<file path="src/rtl/nrdiv_pkg.sv">
package nrdiv_pkg;

    // Integer division rounded up, used for stage count derivation.
    function automatic int ceil_div(input int num, input int den);
        return (num + den - 1) / den;
    endfunction

    // Global step index of step `it` in clock `cyc` of stage `stg`.
    function automatic int step_index(input int stg, input int bits_per_stage,
                                      input int cyc, input int per_cycle, input int it);
        return stg * bits_per_stage + cyc * per_cycle + it;
    endfunction

endpackage

</file>
<file path="src/rtl/nrdiv_stage.sv">
module nrdiv_stage
    import nrdiv_pkg::*;
#(
    parameter int WIDTH = 48,
    parameter int IPC   = 1,
    parameter int CPS   = 16,
    parameter int STAGE = 0
) (
    input  logic             clk,
    input  logic             rst,
    input  logic             up_valid,
    output logic             up_ready,
    input  logic [WIDTH+1:0] up_rem,
    input  logic [WIDTH-1:0] up_quo,
    input  logic [WIDTH-1:0] up_div,
    input  logic             up_zero,
    output logic             dn_valid,
    input  logic             dn_ready,
    output logic [WIDTH+1:0] dn_rem,
    output logic [WIDTH-1:0] dn_quo,
    output logic [WIDTH-1:0] dn_div,
    output logic             dn_zero
);
    localparam int BPS = IPC * CPS;
    localparam int CW  = $clog2(CPS + 1);

    logic             busy;
    logic [CW-1:0]    cnt;
    logic [WIDTH+1:0] rem_q, nx_rem;
    logic [WIDTH-1:0] quo_q, nx_quo, div_q;
    logic             zero_q;
    logic             done, take;

    assign done     = busy && (cnt == CW'(CPS));
    assign up_ready = !busy || (done && dn_ready);
    assign take     = up_valid && up_ready;

    // Steps for this clock: on load the first clock's steps are applied
    // to the incoming record, otherwise to the held one.
    always_comb begin
        logic [WIDTH+1:0] sh;
        logic [WIDTH-1:0] dv;
        int               cyc;
        nx_rem = take ? up_rem : rem_q;
        nx_quo = take ? up_quo : quo_q;
        dv     = take ? up_div : div_q;
        cyc    = take ? 0 : int'(cnt);
        sh     = '0;
        for (int i = 0; i < IPC; i++) begin
            if (step_index(STAGE, BPS, cyc, IPC, i) < WIDTH) begin
                sh = {nx_rem[WIDTH:0], nx_quo[WIDTH-1]};
                if (nx_rem[WIDTH+1])
                    sh = sh + {2'b00, dv};
                else
                    sh = sh - {2'b00, dv};
                nx_quo = {nx_quo[WIDTH-2:0], ~sh[WIDTH+1]};
                nx_rem = sh;
            end
        end
    end

    always_ff @(posedge clk) begin
        if (rst) begin
            busy <= 1'b0;
            cnt  <= '0;
        end else if (take) begin
            busy <= 1'b1;
            cnt  <= CW'(1);
        end else if (done && dn_ready) begin
            busy <= 1'b0;
        end else if (busy && !done) begin
            cnt <= cnt + CW'(1);
        end
    end

    always_ff @(posedge clk) begin
        if (take || (busy && !done)) begin
            rem_q <= nx_rem;
            quo_q <= nx_quo;
        end
        if (take) begin
            div_q  <= up_div;
            zero_q <= up_zero;
        end
    end

    assign dn_valid = done;
    assign dn_rem   = rem_q;
    assign dn_quo   = quo_q;
    assign dn_div   = div_q;
    assign dn_zero  = zero_q;

    // a finished record waiting on a stalled neighbour is held intact
    a_r6_hold_on_stall: assert property (@(posedge clk) disable iff (rst)
        (dn_valid && !dn_ready) |=> (dn_valid && $stable(dn_rem) && $stable(dn_quo) && $stable(dn_div)));

    // a stage still stepping an operation refuses new work
    a_r4_busy_blocks: assert property (@(posedge clk) disable iff (rst)
        (busy && cnt < CW'(CPS)) |-> !up_ready);

endmodule

</file>
<file path="src/rtl/nrdiv_fixup.sv">
module nrdiv_fixup #(
    parameter int WIDTH = 48
) (
    input  logic             clk,
    input  logic             rst,
    input  logic             valid,
    input  logic [WIDTH+1:0] rem,
    input  logic [WIDTH-1:0] quo,
    input  logic [WIDTH-1:0] div,
    input  logic             zero,
    output logic [WIDTH-1:0] quotient,
    output logic [WIDTH-1:0] remainder
);
    logic [WIDTH+1:0] fixed;

    // One add-back for a negative final partial remainder.
    assign fixed     = rem[WIDTH+1] ? (rem + {2'b00, div}) : rem;
    assign remainder = fixed[WIDTH-1:0];
    assign quotient  = zero ? '0 : quo;

    // corrected remainder is below the divisor
    a_r1_rem_below_div: assert property (@(posedge clk) disable iff (rst)
        (valid && !zero) |-> (fixed < {2'b00, div}));

    // corrected remainder fits the operand width
    a_r1_rem_fits: assert property (@(posedge clk) disable iff (rst)
        valid |-> (fixed[WIDTH+1:WIDTH] == 2'b00));

endmodule

</file>
<file path="src/rtl/nrdiv_pipe.sv">
module nrdiv_pipe
    import nrdiv_pkg::*;
#(
    parameter int WIDTH            = 48,
    parameter int ITERS_PER_CYCLE  = 1,
    parameter int CYCLES_PER_STAGE = 16
) (
    input  logic             clk,
    input  logic             rst,
    input  logic             in_valid,
    output logic             in_ready,
    input  logic [WIDTH-1:0] in_dividend,
    input  logic [WIDTH-1:0] in_divisor,
    output logic             out_valid,
    input  logic             out_ready,
    output logic [WIDTH-1:0] out_quotient,
    output logic [WIDTH-1:0] out_remainder
);
    localparam int NUM_STAGES = ceil_div(WIDTH, ITERS_PER_CYCLE * CYCLES_PER_STAGE);
    localparam int FW         = $clog2(NUM_STAGES + 2);

    logic             lk_valid [NUM_STAGES+1];
    logic             lk_ready [NUM_STAGES+1];
    logic [WIDTH+1:0] lk_rem   [NUM_STAGES+1];
    logic [WIDTH-1:0] lk_quo   [NUM_STAGES+1];
    logic [WIDTH-1:0] lk_div   [NUM_STAGES+1];
    logic             lk_zero  [NUM_STAGES+1];

    assign lk_valid[0] = in_valid;
    assign in_ready    = lk_ready[0];
    assign lk_rem[0]   = '0;
    assign lk_quo[0]   = in_dividend;
    assign lk_div[0]   = in_divisor;
    assign lk_zero[0]  = (in_divisor == '0);

    for (genvar s = 0; s < NUM_STAGES; s++) begin : g_stage
        nrdiv_stage #(
            .WIDTH (WIDTH),
            .IPC   (ITERS_PER_CYCLE),
            .CPS   (CYCLES_PER_STAGE),
            .STAGE (s)
        ) u_stage (
            .clk      (clk),
            .rst      (rst),
            .up_valid (lk_valid[s]),
            .up_ready (lk_ready[s]),
            .up_rem   (lk_rem[s]),
            .up_quo   (lk_quo[s]),
            .up_div   (lk_div[s]),
            .up_zero  (lk_zero[s]),
            .dn_valid (lk_valid[s+1]),
            .dn_ready (lk_ready[s+1]),
            .dn_rem   (lk_rem[s+1]),
            .dn_quo   (lk_quo[s+1]),
            .dn_div   (lk_div[s+1]),
            .dn_zero  (lk_zero[s+1])
        );
    end

    assign out_valid              = lk_valid[NUM_STAGES];
    assign lk_ready[NUM_STAGES]   = out_ready;

    nrdiv_fixup #(.WIDTH(WIDTH)) u_fixup (
        .clk       (clk),
        .rst       (rst),
        .valid     (out_valid),
        .rem       (lk_rem[NUM_STAGES]),
        .quo       (lk_quo[NUM_STAGES]),
        .div       (lk_div[NUM_STAGES]),
        .zero      (lk_zero[NUM_STAGES]),
        .quotient  (out_quotient),
        .remainder (out_remainder)
    );

    // Occupancy tracker for the in-flight bound check.
    logic [FW-1:0] inflight;
    always_ff @(posedge clk) begin
        if (rst)
            inflight <= '0;
        else begin
            case ({in_valid && in_ready, out_valid && out_ready})
                2'b10:   inflight <= inflight + FW'(1);
                2'b01:   inflight <= inflight - FW'(1);
                default: inflight <= inflight;
            endcase
        end
    end

    // never more operations in flight than stages
    a_r4_inflight_bound: assert property (@(posedge clk) disable iff (rst)
        inflight <= FW'(NUM_STAGES));

    // a result never appears with nothing outstanding
    a_r5_no_phantom: assert property (@(posedge clk) disable iff (rst)
        out_valid |-> (inflight != '0));

endmodule

</file>
<file path="config.mk">
export PLATFORM = sky130hd
export DESIGN_NAME = nrdiv_pipe
export DESIGN_NICKNAME = d
export VERILOG_FILES = /design/src/rtl/nrdiv_pkg.sv /design/src/rtl/nrdiv_stage.sv /design/src/rtl/nrdiv_fixup.sv /design/src/rtl/nrdiv_pipe.sv
export SDC_FILE = /design/constraint.sdc
export NUM_CORES = 1
export LEC_CHECK = 0
export ABC_AREA = 1
export ABC_CLOCK_PERIOD_IN_PS = 6900
export BUFFER_PORTS_ARGS = -buffer_cell sky130_fd_sc_hd__buf_2
export CELL_PAD_IN_SITES_DETAIL_PLACEMENT = 2
export CELL_PAD_IN_SITES_GLOBAL_PLACEMENT = 2
export CORE_MARGIN = 5
export CORE_UTILIZATION = 35
export DETAILED_ROUTE_END_ITERATION = 7
export PLACE_DENSITY_LB_ADDON = 0.1
export SETUP_SLACK_MARGIN = 0.1
export SYNTH_ARGS = -nofsm -noshare
export SYNTH_HDL_FRONTEND = slang
export SYNTH_SLANG_ARGS = --single-unit
export TNS_END_PERCENT = 10
</file>
<file path="constraint.sdc">
create_clock -name clk -period 6.9 [get_ports clk]
set_clock_uncertainty 0.1 [all_clocks]
set_input_delay 1.38 -clock clk [delete_from_list [all_inputs] [get_ports clk]]
set_output_delay 1.38 -clock clk [all_outputs]
set_load 0.01 [all_outputs]
</file>
Yosys cells after proc, flatten, opt, wreduce, memory -nomap -nowiden
Index checks and enable logic that the tools add are counted.
{"block": "op_classes", "n_addsub": 12, "magnitude_cmp": 3, "eq_ne": 6, "muxes": 41, "n_bitwise": 6, "n_reduce_logical": 38}
{"op": "50-bit 2-to-1 mux", "count": 12}
{"op": "48-bit 2-to-1 mux", "count": 11}
{"op": "50-bit by 48-bit adder with 50-bit output", "count": 3}
{"op": "50-bit by 48-bit subtractor with 50-bit output", "count": 3}
{"op": "32-bit by 7-bit < comparator with 1-bit output, second input constant", "count": 3}
{"op": "48-bit adder", "count": 1}
{"op": "48-bit logical NOT", "count": 1}
{"op": "6-bit by 32-bit adder with 32-bit output, first input constant", "count": 1}
{"op": "7-bit by 32-bit adder with 32-bit output, first input constant", "count": 1}
{"op": "5-bit by 1-bit adder with 5-bit output, second input constant", "count": 3}
{"op": "5-bit == test, second input constant", "count": 3}
{"op": "1-bit 2-to-1 mux", "count": 15}
{"op": "5-bit 2-to-1 mux", "count": 3}
{"op": "2-bit AND reduction", "count": 6}
{"op": "2-bit nonzero test", "count": 6}
{"op": "1-bit logical AND", "count": 10}
{"op": "1-bit logical NOT", "count": 6}
{"op": "1-bit logical OR", "count": 6}
{"op": "1-bit inverter", "count": 6}
{"op": "2-bit OR reduction", "count": 3}
{"op": "2-bit inequality test, second input constant", "count": 2}
{"op": "2-bit by 1-bit inequality test with 1-bit output, second input constant", "count": 1}
{"block": "word_totals", "ff_bits": 459, "inputBits": 100, "out_inout_bits": 98, "word_cells": 127}

Logic depth before layout (Yosys ltp)
{"block": "logic_depth", "word_depth": 15, "mapped_depth": 36, "depth_no_buf": 35}

By module
From an unflattened synthesis, not the netlist that was laid out.
{"block": "hier_totals", "hier_cells": 6312, "area_unflattened_um2": 40468.8}
{"module": "nrdiv_stage at g_stage[2].u_stage", "instances": 1, "cells_each": 1851, "area_each_um2": 12345.6, "seq_area_each_um2": 4053.9}
{"module": "nrdiv_stage at g_stage[1].u_stage", "instances": 1, "cells_each": 1673, "area_each_um2": 11412.2, "seq_area_each_um2": 4053.9}
{"module": "nrdiv_stage at g_stage[0].u_stage", "instances": 1, "cells_each": 1605, "area_each_um2": 11194.5, "seq_area_each_um2": 4053.9}
{"module": "nrdiv_fixup", "instances": 1, "cells_each": 1121, "area_each_um2": 5271.3, "seq_area_each_um2": 0.0}
{"module": "nrdiv_pipe", "instances": 1, "cells_each": 62, "area_each_um2": 245.2, "seq_area_each_um2": 0.0}

Worst setup path after synthesis
Ideal clock, no wire load.
{"block": "synth_timing", "kind": "input port to flip-flop", "start": "input port out_ready", "end": "register g_stage[1].u_stage.quo_q[0], enable pin", "setup_time_ps": 921, "t_arrival_ps": 4382, "required_time_ps": 5879, "path_slack_ps": 1497, "stages": 11, "path_buffers": 5, "path_cell_list": "nand3_2 -> nand2_2 -> nand2_4 -> nand2_4 -> nand2_4 -> buf_6 -> buf_6 -> buf_2 -> clkbuf_1 -> clkbuf_1 -> nand2_1"}
{"block": "synth_between", "elab_chain_cells": 6}
{"item": "start, declared", "line_no": "nrdiv_pipe.sv:15", "source": "input logic out_ready,"}
{"item": "1-bit logical AND", "line_no": "nrdiv_stage.sv:35", "source": "assign up_ready = !busy || (done && dn_ready);"}
{"item": "1-bit logical OR", "line_no": "nrdiv_stage.sv:35"}
{"item": "1-bit logical AND", "line_no": "nrdiv_stage.sv:35"}
{"item": "1-bit logical OR", "line_no": "nrdiv_stage.sv:35"}
{"item": "1-bit logical AND", "line_no": "nrdiv_stage.sv:36", "source": "assign take = up_valid && up_ready;"}
{"item": "1-bit logical OR", "line_no": "nrdiv_stage.sv:77", "source": "if (take || (busy && !done)) begin"}
{"item": "end signal, assigned", "line_no": "nrdiv_stage.sv:79", "source": "quo_q <= nx_quo;"}
{"item": "end, declared", "line_no": "nrdiv_stage.sv:30", "source": "logic [WIDTH-1:0] quo_q, nx_quo, div_q;"}
No other way between the ends.
A chain may end at the register's enable or synchronous reset.

Final worst setup path
{"block": "layout_timing", "start": "register g_stage[2].u_stage.cnt[0]", "end": "register g_stage[1].u_stage.quo_q[0] (data pin)"}
{"block": "layout_between", "elab_chain_cells": 13, "elab_cells_between_ends": 19, "classes_between": "add/sub: 3; order compare: 1; eq/ne: 1; mux: 7; bitwise: 1; reduce/logical: 6"}
{"item": "start, declared", "line_no": "nrdiv_stage.sv:28", "source": "logic [CW-1:0] cnt;"}
{"item": "start signal, assigned", "line_no": "nrdiv_stage.sv:72", "source": "cnt <= cnt + CW'(1);"}
{"item": "5-bit == test (*)", "line_no": "nrdiv_stage.sv:34", "source": "assign done = busy && (cnt == CW'(CPS));"}
{"item": "1-bit logical AND (*)", "line_no": "nrdiv_stage.sv:34"}
{"item": "1-bit logical AND (*)", "line_no": "nrdiv_stage.sv:35"}
{"item": "1-bit logical OR (*)", "line_no": "nrdiv_stage.sv:35"}
{"item": "1-bit logical AND (*)", "line_no": "nrdiv_stage.sv:35"}
{"item": "1-bit logical OR (*)", "line_no": "nrdiv_stage.sv:35"}
{"item": "1-bit logical AND (*)", "line_no": "nrdiv_stage.sv:36"}
{"item": "branches (longest 5 deep; another with 6-bit by 32-bit adder with 32-bit output)"}
{"item": "48-bit 2-to-1 mux (*)", "line_no": "nrdiv_stage.sv:50", "source": "if (step_index(STAGE, BPS, cyc, IPC, i) < WIDTH) begin"}
{"item": "net g_stage[1].u_stage.nx_quo[0]", "line_no": "nrdiv_stage.sv:30"}
Mark *: on every way through the listed nets, which the timed path passes. The select of a mux whose other input is x is not followed.

==> impl_metrics.yaml <==
synthesis:
  synth_compound_area_share_pct: 15.1
  synth_cells: 5536
  synth_edf_count: 297
  synth.net_count: 5843
  syn_area_mm2: 0.0373
  synth_xor_area_share_pct: 6.42
  synth_warnings: 0
  synth_fa_ha_area_share_pct: 7.03
  ys_async_sr_fraction_pct: 0
  synth_ff_type: "edfxtp_1"
  synth_seq_cells: 459
  syn_area_per_cell_um2: 6.73
  synth-simple-area-share_pct: 28.7
  yosysUniqueCellTypes: 53
  synthMuxAreaShare_pct: 0.0302
  synth_top_family_by_area: "simple AND/OR/NAND/NOR gates"
  ys_seq_area_share_pct: 32.6
sta:
  rsz0062_at_grt: "no"
  final.period_utilization_pct: 91.3
  hold_violations: 0
  worst_pin_slew_ns: 1.21
  timing.final.crit_period_ns: 6.30
  slew_violations: 0
  finalSetupTns_ns: 0
  slew_headroom_pct: 19.3
  setup_viol: 0
  fmax_mhz: 159
clocking:
  cts_resized: 0
  cts_made_buffers: 57
  cts_hold_buf: 0
  clkTransAtPathRegs_ns: 0.06
  cts.path.max_buffers: 3
  cts.sinks: 459
  htreeDepth: 2
  post_cts_buffers: 0
  root_buffer: "clkbuf_16"
  clock_latency_ns: 0.67
  cts_tree: "yes"
drt:
  drc: 0
  drt_iter0_markers: 1733
  wl_per_cell_um: 22.6
  first_pass_iters: 5
  routed_wl_um: 162000
  vias: 37676
  vias_per_cell: 5.25
  antenna_left: 0
die:
  num_rows: 119
  core_mm2: 0.106
  chipWidth_um: 336
  num_io_pins: 198
  fp.dieH_um: 336
  initial_core_util_pct: 35.3
  die-area_mm2: 0.113
power_and_ir_drop:
  total_power_mw: 9.70
  p_leak_nw: 19.2
  power_density_mw_per_mm2: 231
  peakVddDrop_mv: 0.200
min_path:
  worstHoldStart: "g_stage[0].u_stage.dn_zero"
  hold_path_class: "reg -> reg"
  worstHoldEndpoint: "g_stage[1].u_stage.dn_zero"
  hold_depth: 0
worst_setup_path:
  r2r_end: "g_stage[1].u_stage.dn_quo[0]"
  worst_path_dominant_cell_family: "simple AND/OR/NAND/NOR gates"
  critical_path.max_stage_delay_ns: 0.40
  crit_required_ns: 7.21
  slowest_stage: "dfxtp_1"
  cp.arrival_ns: 6.62
  critPathBufInv: 7
  cp-end-kind: "flip-flop"
  regToRegSetupSlack_ns: 0.60
  ff2ff_path_depth: 31
  path_max_fanout: 67
  reg2reg_from: "g_stage[2].u_stage.cnt[0]"
  crit_path_frequent_cell: "nand2_1"
  critical_path_class: "reg -> reg"
  critPathLaunchType: "flip-flop"
status:
  status: "completed"
global_route:
  grt_pass1_wl_um: 242000
  grt_overflow: 0
  grt_usage_pct: 27.8
  grt_antenna_before_repair: 1
  grt_pass1_vias: 41303
  grt_max_degree: 92
placement:
  place.gp.congestion: 0.914
  port_buffers: 197
  dp_hpwl_um: 134000
cells_and_area:
  drive_above_1_share_pct: 8.25
  final_cell_mix: "1,594 x nand2_1, 814 x inv_1, 578 x nor2_1"
  final_common_cell: "nand2_1"
  nFillCells: 12839
  syn_to_final_growth_pct: 12.7
  fin_nets: 6043
job:
  max_cap_viol_count: 0
==> worst max-delay path by stage <==
stage	cells after the start	endpoint	from	slack, ns
after global routing	31	g_stage[1].u_stage.dn_quo[0]	g_stage[2].u_stage.cnt[0]	0.22
after global placement	25	g_stage[1].u_stage.dn_rem[42]	out_ready	0.13
after CTS	31	g_stage[1].u_stage.dn_quo[0]	g_stage[2].u_stage.cnt[0]	0.68
final	31	g_stage[1].u_stage.dn_quo[0]	g_stage[2].u_stage.cnt[0]	0.60
after floorplan	11	g_stage[1].u_stage.dn_quo[0]	out_ready	1.50
after detailed placement	28	g_stage[1].u_stage.dn_quo[0]	out_ready	0.07
==> report_power, final <==
group,internal (mW),switching [mW]
Sequential,3.30,0.118
Clock,1.79,1.32
Combinational,0.998,2.16
Total,6.10,3.60
==> cells by family after synthesis <==
kind of cell,Yosys count
AO/OA/AOI/OAI,1020
XOR/XNOR,273
adder cells (fa/ha/maj),207
buffers and inverters,974
flip-flops,459
multiplexers,1
AND/OR/NAND/NOR,2602
==> registers in the layout, indices dropped and copies added, names as in the netlist <==
signal,count
g_stage.u_stage.dn_zero,3
g_stage.u_stage.dn_rem,150
g_stage.u_stage.dn_quo,144
g_stage.u_stage.busy,3
g_stage.u_stage.cnt,15
g_stage.u_stage.dn_div,144
==> cell type report <==
type	instances	area, um2	area share, %
antenna	1	2.50	0.00596
inverter	826	3110	7.40
clock inverter	26	293	0.697
sequential	459	12200	29.0
clock buffer	82	1590	3.79
multi-input combinational	4103	21400	50.9
tap	1391	1740	4.14
timing repair buffer	289	1730	4.11
==> metrics by stage <==
step	hold slack, ns	setup slack [ns]	std cells	instance area, um2	util, %
2_1_floorplan	0.300	1.50	5536	37300	-
3_3_place_gp	0.305	0.130	7068	40100	38.0
3_5_place_dp	0.309	0.0699	7068	40100	38.0
4_1_cts	0.323	0.678	7176	42000	39.8
5_1_grt	0.323	0.224	7176	42000	39.8
6_report	0.323	0.598	7177	42000	39.8
==> metal layers <==
layer  global-route usage [%]  vias up  wire [um]
met5                        0        -          0
met1                     35.4    18521      72600
met2                     48.8      564      77300
met4                     11.9        0       7990
li1                         -    18347          -
met3                     1.83      244       4090
==> cells in the mapped netlist (all sizes together) (2+ instances only) <==
| library cell | number | area share [%] |
|---|---|---|
| a211oi | 4 | 0.081 |
| a21boi | 10 | 0.20 |
| a21o | 19 | 0.38 |
| a21oi | 282 | 3.8 |
| a221oi | 2 | 0.047 |
| a311oi | 3 | 0.071 |
| a31oi | 106 | 1.8 |
| and3 | 14 | 0.24 |
| buf | 54 | 0.86 |
| clkbuf | 94 | 0.95 |
| clkinv | 4 | 0.040 |
| dfxtp | 162 | 8.7 |
| edfxtp | 297 | 24 |
| fa | 4 | 0.21 |
| ha | 203 | 6.8 |
| inv | 822 | 8.3 |
| nand2 | 1606 | 16 |
| nand3 | 187 | 2.6 |
| nand3b | 36 | 0.73 |
| nand4 | 43 | 0.72 |
| nor2 | 598 | 6.2 |
| nor3 | 41 | 0.63 |
| nor4 | 42 | 0.72 |
| o211ai | 13 | 0.26 |
| o21a | 28 | 0.56 |
| o21ai | 525 | 7.3 |
| o21bai | 7 | 0.14 |
| o221ai | 9 | 0.21 |
| o22ai | 3 | 0.050 |
| o31ai | 8 | 0.16 |
| or2 | 33 | 0.55 |
| xnor2 | 69 | 1.6 |
| xor2 | 204 | 4.8 |
(Power assumes the default switching activity.)
